### src/rtl/rxs_pkg.sv
package rxs_pkg;

    localparam int DATA_W = 8;

    typedef enum logic [1:0] {
        LEN_8 = 2'b00,
        LEN_7 = 2'b01,
        LEN_6 = 2'b10,
        LEN_5 = 2'b11
    } len_e;

    typedef enum logic [1:0] {
        STOP_ONE  = 2'd0,
        STOP_HALF = 2'd1,
        STOP_TWO  = 2'd2
    } stop_e;

    typedef enum logic [2:0] {
        S_IDLE  = 3'd0,
        S_START = 3'd1,
        S_DATA  = 3'd2,
        S_PAR   = 3'd3,
        S_STOP  = 3'd4,
        S_EXTRA = 3'd5
    } state_e;

    typedef struct packed {
        len_e len;
        logic par_en;
        logic par_odd;
        logic stop_sel;
    } cfg_t;

    typedef struct packed {
        logic [DATA_W-1:0] data;
        logic              perr;
        logic              ferr;
    } char_t;

    // number of data bits for a length code: 8 minus the code
    function automatic logic [3:0] word_bits(len_e l);
        return 4'd8 - {2'b00, l};
    endfunction

    // length of the stop period implied by the configuration
    function automatic stop_e stop_kind(cfg_t c);
        if (!c.stop_sel)                    return STOP_ONE;
        else if (c.len == LEN_5 && !c.par_en) return STOP_HALF;
        else if (c.len == LEN_8 && c.par_en)  return STOP_ONE;
        else                                return STOP_TWO;
    endfunction

endpackage

### src/rtl/rxs_frame.sv
module rxs_frame
    import rxs_pkg::*;
#(
    parameter int TICKS = 16
) (
    input  logic  clk,
    input  logic  rst,
    input  logic  tick,
    input  logic  rxd,
    input  cfg_t  cfg_in,
    output logic  out_valid,
    output char_t out_char
);
    localparam int CW = $clog2(TICKS);
    localparam logic [CW-1:0] MID      = CW'(TICKS / 2 - 1);
    localparam logic [CW-1:0] LAST     = CW'(TICKS - 1);
    localparam logic [CW-1:0] HALF_END = CW'((TICKS * 3) / 4 - 1);

    state_e            state;
    logic [CW-1:0]     cnt;
    logic [2:0]        bit_idx;
    cfg_t              cfg_q;
    logic [DATA_W-1:0] sr;
    logic              par_acc;
    logic              perr_q;
    logic              ferr_q;

    stop_e         kind;
    logic [3:0]    nbits;
    logic [CW-1:0] extra_end;
    logic          last_bit;

    assign kind      = stop_kind(cfg_q);
    assign nbits     = word_bits(cfg_q.len);
    assign extra_end = (kind == STOP_HALF) ? HALF_END : LAST;
    assign last_bit  = ({1'b0, bit_idx} == (nbits - 4'd1));

    always_ff @(posedge clk) begin
        if (rst) begin
            state     <= S_IDLE;
            cnt       <= '0;
            bit_idx   <= '0;
            cfg_q     <= '0;
            sr        <= '0;
            par_acc   <= 1'b0;
            perr_q    <= 1'b0;
            ferr_q    <= 1'b0;
            out_valid <= 1'b0;
            out_char  <= '0;
        end else begin
            out_valid <= 1'b0;
            if (tick) begin
                unique case (state)
                    S_IDLE: begin
                        if (!rxd) begin
                            state <= S_START;
                            cnt   <= '0;
                            cfg_q <= cfg_in;
                        end
                    end
                    S_START: begin
                        if (cnt == MID) begin
                            cnt <= '0;
                            if (!rxd) begin
                                state   <= S_DATA;
                                sr      <= '0;
                                bit_idx <= '0;
                                par_acc <= 1'b0;
                                perr_q  <= 1'b0;
                                ferr_q  <= 1'b0;
                            end else begin
                                state <= S_IDLE;
                            end
                        end else begin
                            cnt <= cnt + CW'(1);
                        end
                    end
                    S_DATA: begin
                        if (cnt == LAST) begin
                            cnt         <= '0;
                            sr[bit_idx] <= rxd;
                            par_acc     <= par_acc ^ rxd;
                            bit_idx     <= bit_idx + 3'd1;
                            if (last_bit)
                                state <= cfg_q.par_en ? S_PAR : S_STOP;
                        end else begin
                            cnt <= cnt + CW'(1);
                        end
                    end
                    S_PAR: begin
                        if (cnt == LAST) begin
                            cnt    <= '0;
                            perr_q <= ((par_acc ^ rxd) != cfg_q.par_odd);
                            state  <= S_STOP;
                        end else begin
                            cnt <= cnt + CW'(1);
                        end
                    end
                    S_STOP: begin
                        if (cnt == LAST) begin
                            cnt <= '0;
                            if (kind == STOP_ONE) begin
                                out_valid <= 1'b1;
                                out_char  <= '{data: sr, perr: perr_q, ferr: !rxd};
                                state     <= S_IDLE;
                            end else begin
                                ferr_q <= !rxd;
                                state  <= S_EXTRA;
                            end
                        end else begin
                            cnt <= cnt + CW'(1);
                        end
                    end
                    S_EXTRA: begin
                        if (cnt == extra_end) begin
                            cnt       <= '0;
                            out_valid <= 1'b1;
                            out_char  <= '{data: sr, perr: perr_q, ferr: ferr_q};
                            state     <= S_IDLE;
                        end else begin
                            cnt <= cnt + CW'(1);
                        end
                    end
                    default: state <= S_IDLE;
                endcase
            end
        end
    end

endmodule

### src/rtl/rxs_hold.sv
module rxs_hold
    import rxs_pkg::*;
(
    input  logic              clk,
    input  logic              rst,
    input  logic              in_valid,
    input  char_t             in_char,
    input  logic              rd,
    output logic [DATA_W-1:0] data,
    output logic              full,
    output logic              perr,
    output logic              ferr,
    output logic              ovr
);
    always_ff @(posedge clk) begin
        if (rst) begin
            data <= '0;
            full <= 1'b0;
            perr <= 1'b0;
            ferr <= 1'b0;
            ovr  <= 1'b0;
        end else begin
            if (rd) begin
                full <= 1'b0;
                ovr  <= 1'b0;
            end
            if (in_valid) begin
                if (full && !rd) begin
                    ovr <= 1'b1;
                end else begin
                    data <= in_char.data;
                    perr <= in_char.perr;
                    ferr <= in_char.ferr;
                    full <= 1'b1;
                end
            end
        end
    end

endmodule

### src/rtl/serial_char_rx.sv
module serial_char_rx
    import rxs_pkg::*;
#(
    parameter int TICKS = 16
) (
    input  logic       clk,
    input  logic       rst,
    input  logic       tick_16x,
    input  logic       rxd,
    input  logic [1:0] cfg_len,
    input  logic       cfg_par_en,
    input  logic       cfg_par_odd,
    input  logic       cfg_stop_sel,
    input  logic       rd_strobe,
    output logic [7:0] rx_data,
    output logic       rx_full,
    output logic       err_parity,
    output logic       err_frame,
    output logic       err_overrun
);
    cfg_t  cfg_now;
    logic  frame_valid;
    char_t frame_char;

    assign cfg_now = '{len: len_e'(cfg_len), par_en: cfg_par_en,
                       par_odd: cfg_par_odd, stop_sel: cfg_stop_sel};

    rxs_frame #(.TICKS(TICKS)) u_frame (
        .clk      (clk),
        .rst      (rst),
        .tick     (tick_16x),
        .rxd      (rxd),
        .cfg_in   (cfg_now),
        .out_valid(frame_valid),
        .out_char (frame_char)
    );

    rxs_hold u_hold (
        .clk     (clk),
        .rst     (rst),
        .in_valid(frame_valid),
        .in_char (frame_char),
        .rd      (rd_strobe),
        .data    (rx_data),
        .full    (rx_full),
        .perr    (err_parity),
        .ferr    (err_frame),
        .ovr     (err_overrun)
    );

endmodule

### config.mk
export PLATFORM = sky130hd
export DESIGN_NAME = serial_char_rx
export DESIGN_NICKNAME = d
export VERILOG_FILES = /design/src/rtl/rxs_pkg.sv /design/src/rtl/rxs_frame.sv /design/src/rtl/rxs_hold.sv /design/src/rtl/serial_char_rx.sv
export SDC_FILE = /design/constraint.sdc
export NUM_CORES = 1
export LEC_CHECK = 0
export BUFFER_PORTS_ARGS = -buffer_cell sky130_fd_sc_hd__clkbuf_2
export CAP_MARGIN = 20
export CORE_MARGIN = 2
export CORE_UTILIZATION = 60
export CTS_CLUSTER_DIAMETER = 200
export DETAILED_ROUTE_END_ITERATION = 8
export GPL_TIMING_DRIVEN = 0
export PLACE_DENSITY = 0.79
export SLEW_MARGIN = 10
export SYNTH_ARGS = -nofsm -noshare
export SYNTH_HDL_FRONTEND = slang
export SYNTH_SLANG_ARGS = --single-unit
export TNS_END_PERCENT = 1
### constraint.sdc
create_clock -name clk -period 4.5 [get_ports clk]
set_clock_uncertainty 0.2 [all_clocks]
set_input_delay 0.675 -clock clk [delete_from_list [all_inputs] [get_ports clk]]
set_output_delay 0.675 -clock clk [all_outputs]
set_load 0.02 [all_outputs]
==> results_dict.tcl, run 1 <==
set metrics [dict create \
    yosysUniqueCellTypes 52 \
    ctsHoldBuffers 0 \
    cts_tree "built" \
    synth-seq-cells 49 \
    tns_ns 0 \
    grt_max_degree 16 \
    critPathCaptureType "flip-flop" \
    grt_first_pass_wirelength_um 8590 \
    synth_common_cells "dfxtp_1 (49), nand2_1 (37), nor2_1 (27)" \
    crit_arrival_ns 2.21 \
    fmax_mhz 459.5 \
    grt.total_usage_pct 25.44 \
    rows 22 \
    yosysSeqAreaShare_pct 41.35 \
    ant_nets 0 \
    cts_resized 0 \
    synth_most_common_cell "dfxtp_1" \
    crit_slowest_cell "dfxtp_1" \
    ios 22 \
    layout-drive-gt1-share_pct 15.00 \
    fill_cells 316 \
    clk_latency_ns 0.31 \
    tightestPinTransition_ns 0.7297 \
    cts_root_buffer "clkbuf_8" \
    path_cells "ha_1 -> nand3_1 -> mux2i_1 -> or2_0 -> buf_2 -> and2_4 -> buf_12 -> mux2i_1" \
    wire_per_inst_um 14.93 \
    critPathBufInv 2 \
    p_leak_nw 1.051 \
    peakVddDrop_v 0.0002392 \
    cpMostUsedCell "mux2i_1" \
    status "finished clean" \
    viasPerCell 5.928 \
    core_area_mm2 0.003744 \
    drt_iter0_markers 155 \
    h-tree-depth 2 \
    clk_path_buf_depth 2 \
    crit_family "multiplexers" \
    synth_edf_count 0 \
    synthArstFlopShare_pct 0 \
    pwr_density_cell_mw_per_mm2 438.6 \
    crit_path_max_incr_delay_ns 0.37 \
    grt_pass1_vias 1893 \
    syn_inst 274 \
    synth_top_cell_area_share_pct 41.35 \
    vias 2063 \
    rsz0062_at_grt "no" \
    clock-sinks 49 \
    cts_buffers 5 \
    dieArea_mm2 0.004473 \
    drtPass1Iterations 6 \
    gp_congestion 0.9818 \
    ys.flop_type "dfxtp_1" \
    fin_nets 311 \
    clk_pin_slew_ns 0.09 \
    fin_area_mm2 0.002634 \
    n_antenna_cell 0 \
    required_ns 4.53 \
    cp_max_fo 10 \
    antenna_found_initial 0 \
    total_power_w 0.001155 \
    setup_violations 0 \
    drcViolationCount 0 \
    hold_violations 0 \
    fin_crit_sh_pct 48.36 \
    grt_overflow_total 0 \
    relSlewSlack_pct 50.98 \
    placed_cell_area_mm2 0.002522 \
    hp-class "reg2reg" \
    synth.area.top_cells "dfxtp_1 (41%), mux2i_1 (9.3%), nand2_1 (5.9%)" \
    fin_crit_ns 2.176 \
    synth_area_leader_cell "dfxtp_1" \
    dp_hpwl_um 3693 \
    fp.dieH_um 66.88 \
    syn_area_mm2 0.002372 \
    finalWirelength_um 5197 \
    crit_type "reg2reg" \
    synthToLayoutAreaGrowth_pct 11.02 \
    port_buffers 18 \
    drv_cap 0 \
    synth_warnings 0 \
    die-width_um 66.88 \
    finish.utilization_pct 70.35 \
    startpoint_type "flip-flop" \
    initial_core_util_pct 63.37 \
    cts_setup_buffers 0 \
    drv_slew 0 \
    syn_area_per_cell_um2 8.658 \
    syn-num-nets 286 \
]
power breakdown:
group,total (W),switching [W],internal (W)
sequential,0.000481,0.0000232,0.000458
clock,0.000316,0.000149,0.000167
combinational,0.000359,0.000230,0.000128
total,0.00116,0.000402,0.000753
path summary, 6_finish.rpt:
path                                    startpoint                                to  slack [ns]  cells past startpoint
setup / recovery       u_frame.cnt[0]$_SDFFE_PP0P_  u_frame.out_char[5]$_SDFFE_PP0P_        2.32                      8
setup reg to reg       u_frame.cnt[0]$_SDFFE_PP0P_  u_frame.out_char[5]$_SDFFE_PP0P_        2.32                      8
hold reg to reg   u_frame.out_char[0]$_SDFFE_PP0P_  u_frame.out_char[0]$_SDFFE_PP0P_        0.26                      2
hold / removal    u_frame.out_char[0]$_SDFFE_PP0P_  u_frame.out_char[0]$_SDFFE_PP0P_        0.26                      2
tightest hold or removal path: stages (launching register included):
cell and delay (ns):
dfxtp_1 0.32, nand2_1 0.05, o21ai_1 0.05
cell families after synthesis:
group | share of synthesized area, %
flops | 41.35
fa+ha+maj | 1.055
compound gates | 16.35
buf+inv | 5.538
simple gates | 24.95
mux | 9.283
xor+xnor | 1.477
registers in the layout (all words and copies together) (netlist names), 3 cells and up:
name / flops
u_frame.out_char: 10
u_frame.sr: 8
u_hold.data: 8
u_frame.cfg_q: 5
u_frame.cnt: 4
u_frame.bit_idx: 3
u_frame.state: 3
stage by stage:
step           instances  worst slack [ns]  hold slack [ns]
3_3_place_gp         340             2.182           0.2390
4_1_cts              348             2.323           0.2568
2_1_floorplan        274             2.319           0.2277
3_5_place_dp         340             2.164           0.2444
5_1_grt              348             2.149           0.2859
6_report             348             2.324           0.2568
area by class of cell:
cell class	instances	area [um^2]	area share [%]
Buffer	18	108.9	4.133
Clock buffer	6	72.57	2.755
Clock inverter	2	38.79	1.473
Inverter	6	22.52	0.8551
Multi-Input combinational cell	201	1260	47.84
Sequential cell	49	980.9	37.24
Tap cell	48	60.06	2.280
Timing Repair Buffer	18	90.09	3.420
layer usage:
layer / global-route usage, % / wire length, um / vias up
met5: 0 / 0 / -
met4: 8.418 / 83 / 0
met3: 4.392 / 385 / 11
met2: 40.75 / 2384 / 68
met1: 34.59 / 2344 / 951
li1: - / - / 1033
layout by cell type (no fill, tap or decap), types with 2 or more instances in the layout:
cell and n:
nand2_1 37, buf_4 5, a211o_1 2, clkbuf_2 18, nand3_1 16, nand3b_1 3, o21ai_0 2, nand4_1 3
ha_1 2, dfxtp_1 49, nor2b_1 8, inv_1 5, mux2i_1 22, o22ai_1 2, nor3_1 4, clkbuf_8 5
buf_2 5, nand4b_1 3, xnor2_1 4, and3_1 4, a32oi_1 9, o21ai_1 2, clkbuf_1 8, a21oi_1 24
nor2_1 27
Note: power is estimated with default switching activity, not from simulation.
==> inputs of run 2 (changes only) <==
CORE_UTILIZATION = 58   (was 60)
PLACE_DENSITY = 0.77   (was 0.79)
clock period = 2.2 ns   (was 4.5 ns; I/O delays follow)
==> results_dict.tcl, run 2 (synthesis results as in run 1) <==
set metrics [dict create \
    status "finished clean" \
    clk_latency_ns 0.31 \
    cts_tree "built" \
    fin_crit_sh_pct 94.95 \
    fin_area_mm2 0.002631 \
    critPathCaptureType "flip-flop" \
    tns_ns 0 \
    layout_setup_ws_ns 0.1112 \
    dp_slack_ns 0.07883 \
    ant_nets 0 \
    cts_buffers 5 \
    fin_crit_ns 2.089 \
    fmax_mhz 478.7 \
    grt_pass1_vias 1839 \
    layout_common_cells "dfxtp_1 (47), nand2_1 (37), nor2_1 (27)" \
    dieArea_mm2 0.004618 \
    drtPass1Iterations 4 \
    crit_path_max_incr_delay_ns 0.43 \
    grt.total_usage_pct 24.16 \
    layout_commonest_cell "dfxtp_1" \
    relSlewSlack_pct 52.35 \
    fp.dieH_um 67.96 \
    crit_family "simple AND/OR/NAND/NOR gates" \
    grt_overflow_total 0 \
    r2r_cells 6 \
    cts_root_buffer "clkbuf_8" \
    path_cells "or3b_1 -> a21oi_1 -> o2111a_2 -> and2_4 -> buf_12 -> mux2i_1" \
    synthToLayoutAreaGrowth_pct 10.92 \
    cp_max_fo 10 \
    top_register "u_frame.out_char" \
    layout-drive-gt1-share_pct 16.33 \
    crit_type "reg2reg" \
    antenna_found_initial 0 \
    port_buffers 18 \
    core_area_mm2 0.003971 \
    clock-sinks 49 \
    hold_start "rd_strobe" \
    cts_setup_buffers 0 \
    hp-class "in2reg" \
    drv_slew 0 \
    fill_cells 332 \
    rr_startpoint "u_frame.cfg_q[2]$_SDFFE_PP0P_" \
    finalWirelength_um 5190 \
    drcViolationCount 0 \
    initial_core_util_pct 59.74 \
    dp_hpwl_um 3608 \
    total_power_w 0.002239 \
    required_ns 2.23 \
    min_path_cells 2 \
    fin_nets 311 \
    n_antenna_cell 0 \
    drv_cap 0 \
    reg_top3 "u_frame.out_char: 10 flops, u_frame.sr: 8 flops, u_hold.data: 8 flops" \
    ios 22 \
    path_depth 6 \
    startpoint_type "flip-flop" \
    hold_violations 0 \
    critPathBufInv 1 \
    largest_register_ffs 10 \
    die-width_um 67.96 \
    viasPerCell 5.929 \
    timing.rr.end "u_frame.out_char[7]$_SDFFE_PP0P_" \
    crit_slowest_cell "or3b_1" \
    peakVddDrop_v 0.0004273 \
    tightestPinTransition_ns 0.7093 \
    placed_cell_area_mm2 0.002525 \
    rows 23 \
    p_leak_nw 1.026 \
    rrSetupSlack_ns 0.11 \
    cts_resized 0 \
    vias 2075 \
    clk_pin_slew_ns 0.09 \
    hold_end "u_hold.ovr$_SDFF_PP0_" \
    grt_max_degree 16 \
    setup_violations 0 \
    drt_iter0_markers 152 \
    h-tree-depth 2 \
    clk_path_buf_depth 2 \
    wire_per_inst_um 14.83 \
    pwr_density_cell_mw_per_mm2 851.0 \
    finish.utilization_pct 66.26 \
    grt_first_pass_wirelength_um 8362 \
    ctsHoldBuffers 0 \
    gp_congestion 0.9298 \
    crit_arrival_ns 2.12 \
]
==> run 2: metrics by stage <==
| step | instances | hold WS, ns |
|---|---|---|
| 2_1_floorplan | 274 | 0.2068 |
| 4_1_cts | 350 | 0.001839 |
| 5_1_grt | 350 | 0.0002291 |
| 3_3_place_gp | 342 | 0.2385 |
| 6_report | 350 | 0.002690 |
| 3_5_place_dp | 342 | 0.2530 |
==> run 2: cell type report <==
| class | count | area, um^2 | share of cell area [%] |
|---|---|---|---|
| clock buffers | 6 | 72.57 | 2.758 |
| clock inverters | 2 | 15.01 | 0.5706 |
| multi-input cells | 201 | 1276 | 48.50 |
| repair buffers | 18 | 90.09 | 3.424 |
| plain buffers | 18 | 108.9 | 4.137 |
| inverters | 6 | 22.52 | 0.8559 |
| flip-flops and latches | 49 | 983.4 | 37.38 |
| well taps | 50 | 62.56 | 2.378 |
==> run 2: worst register-to-register path: cells and delay by family, from the launching register on <==
family                 cells  cell delay (ns)
AO/OA/AOI/OAI              2             0.47
buffers and inverters      1             0.13
flip-flops                 1             0.42
multiplexers               1             0.21
AND/OR/NAND/NOR            2             0.58
==> run 2: layer usage <==
| layer | part of all wire, % | GRT usage (%) |
|---|---|---|
| met2 | 45 | 36.41 |
| met1 | 48 | 33.44 |
| met4 | 1.7 | 9.000 |
| met3 | 4.9 | 5.757 |
| met5 | 0 | 0 |
==> run 2: power by group <==
group          leakage, nW  switching, W  internal, W  total [W]
registers            0.396     0.0000506     0.000937   0.000988
logic                0.592      0.000455     0.000264   0.000718
clock network       0.0374      0.000309     0.000224   0.000533
total                 1.03      0.000814      0.00143    0.00224
==> run 2: worst max path at each step <==
stage                                  start                          endpoint
5_1_grt          u_frame.cnt[0]$_SDFFE_PP0P_  u_frame.out_char[3]$_SDFFE_PP0P_
2_1_floorplan    u_frame.cnt[0]$_SDFFE_PP0P_        u_frame.sr[4]$_SDFFE_PP0P_
3_3_place_gp     u_frame.cnt[0]$_SDFFE_PP0P_        u_frame.sr[4]$_SDFFE_PP0P_
6_report       u_frame.cfg_q[2]$_SDFFE_PP0P_  u_frame.out_char[7]$_SDFFE_PP0P_
3_5_place_dp     u_frame.cnt[0]$_SDFFE_PP0P_  u_frame.out_char[7]$_SDFFE_PP0P_
4_1_cts          u_frame.cnt[0]$_SDFFE_PP0P_  u_frame.out_char[7]$_SDFFE_PP0P_
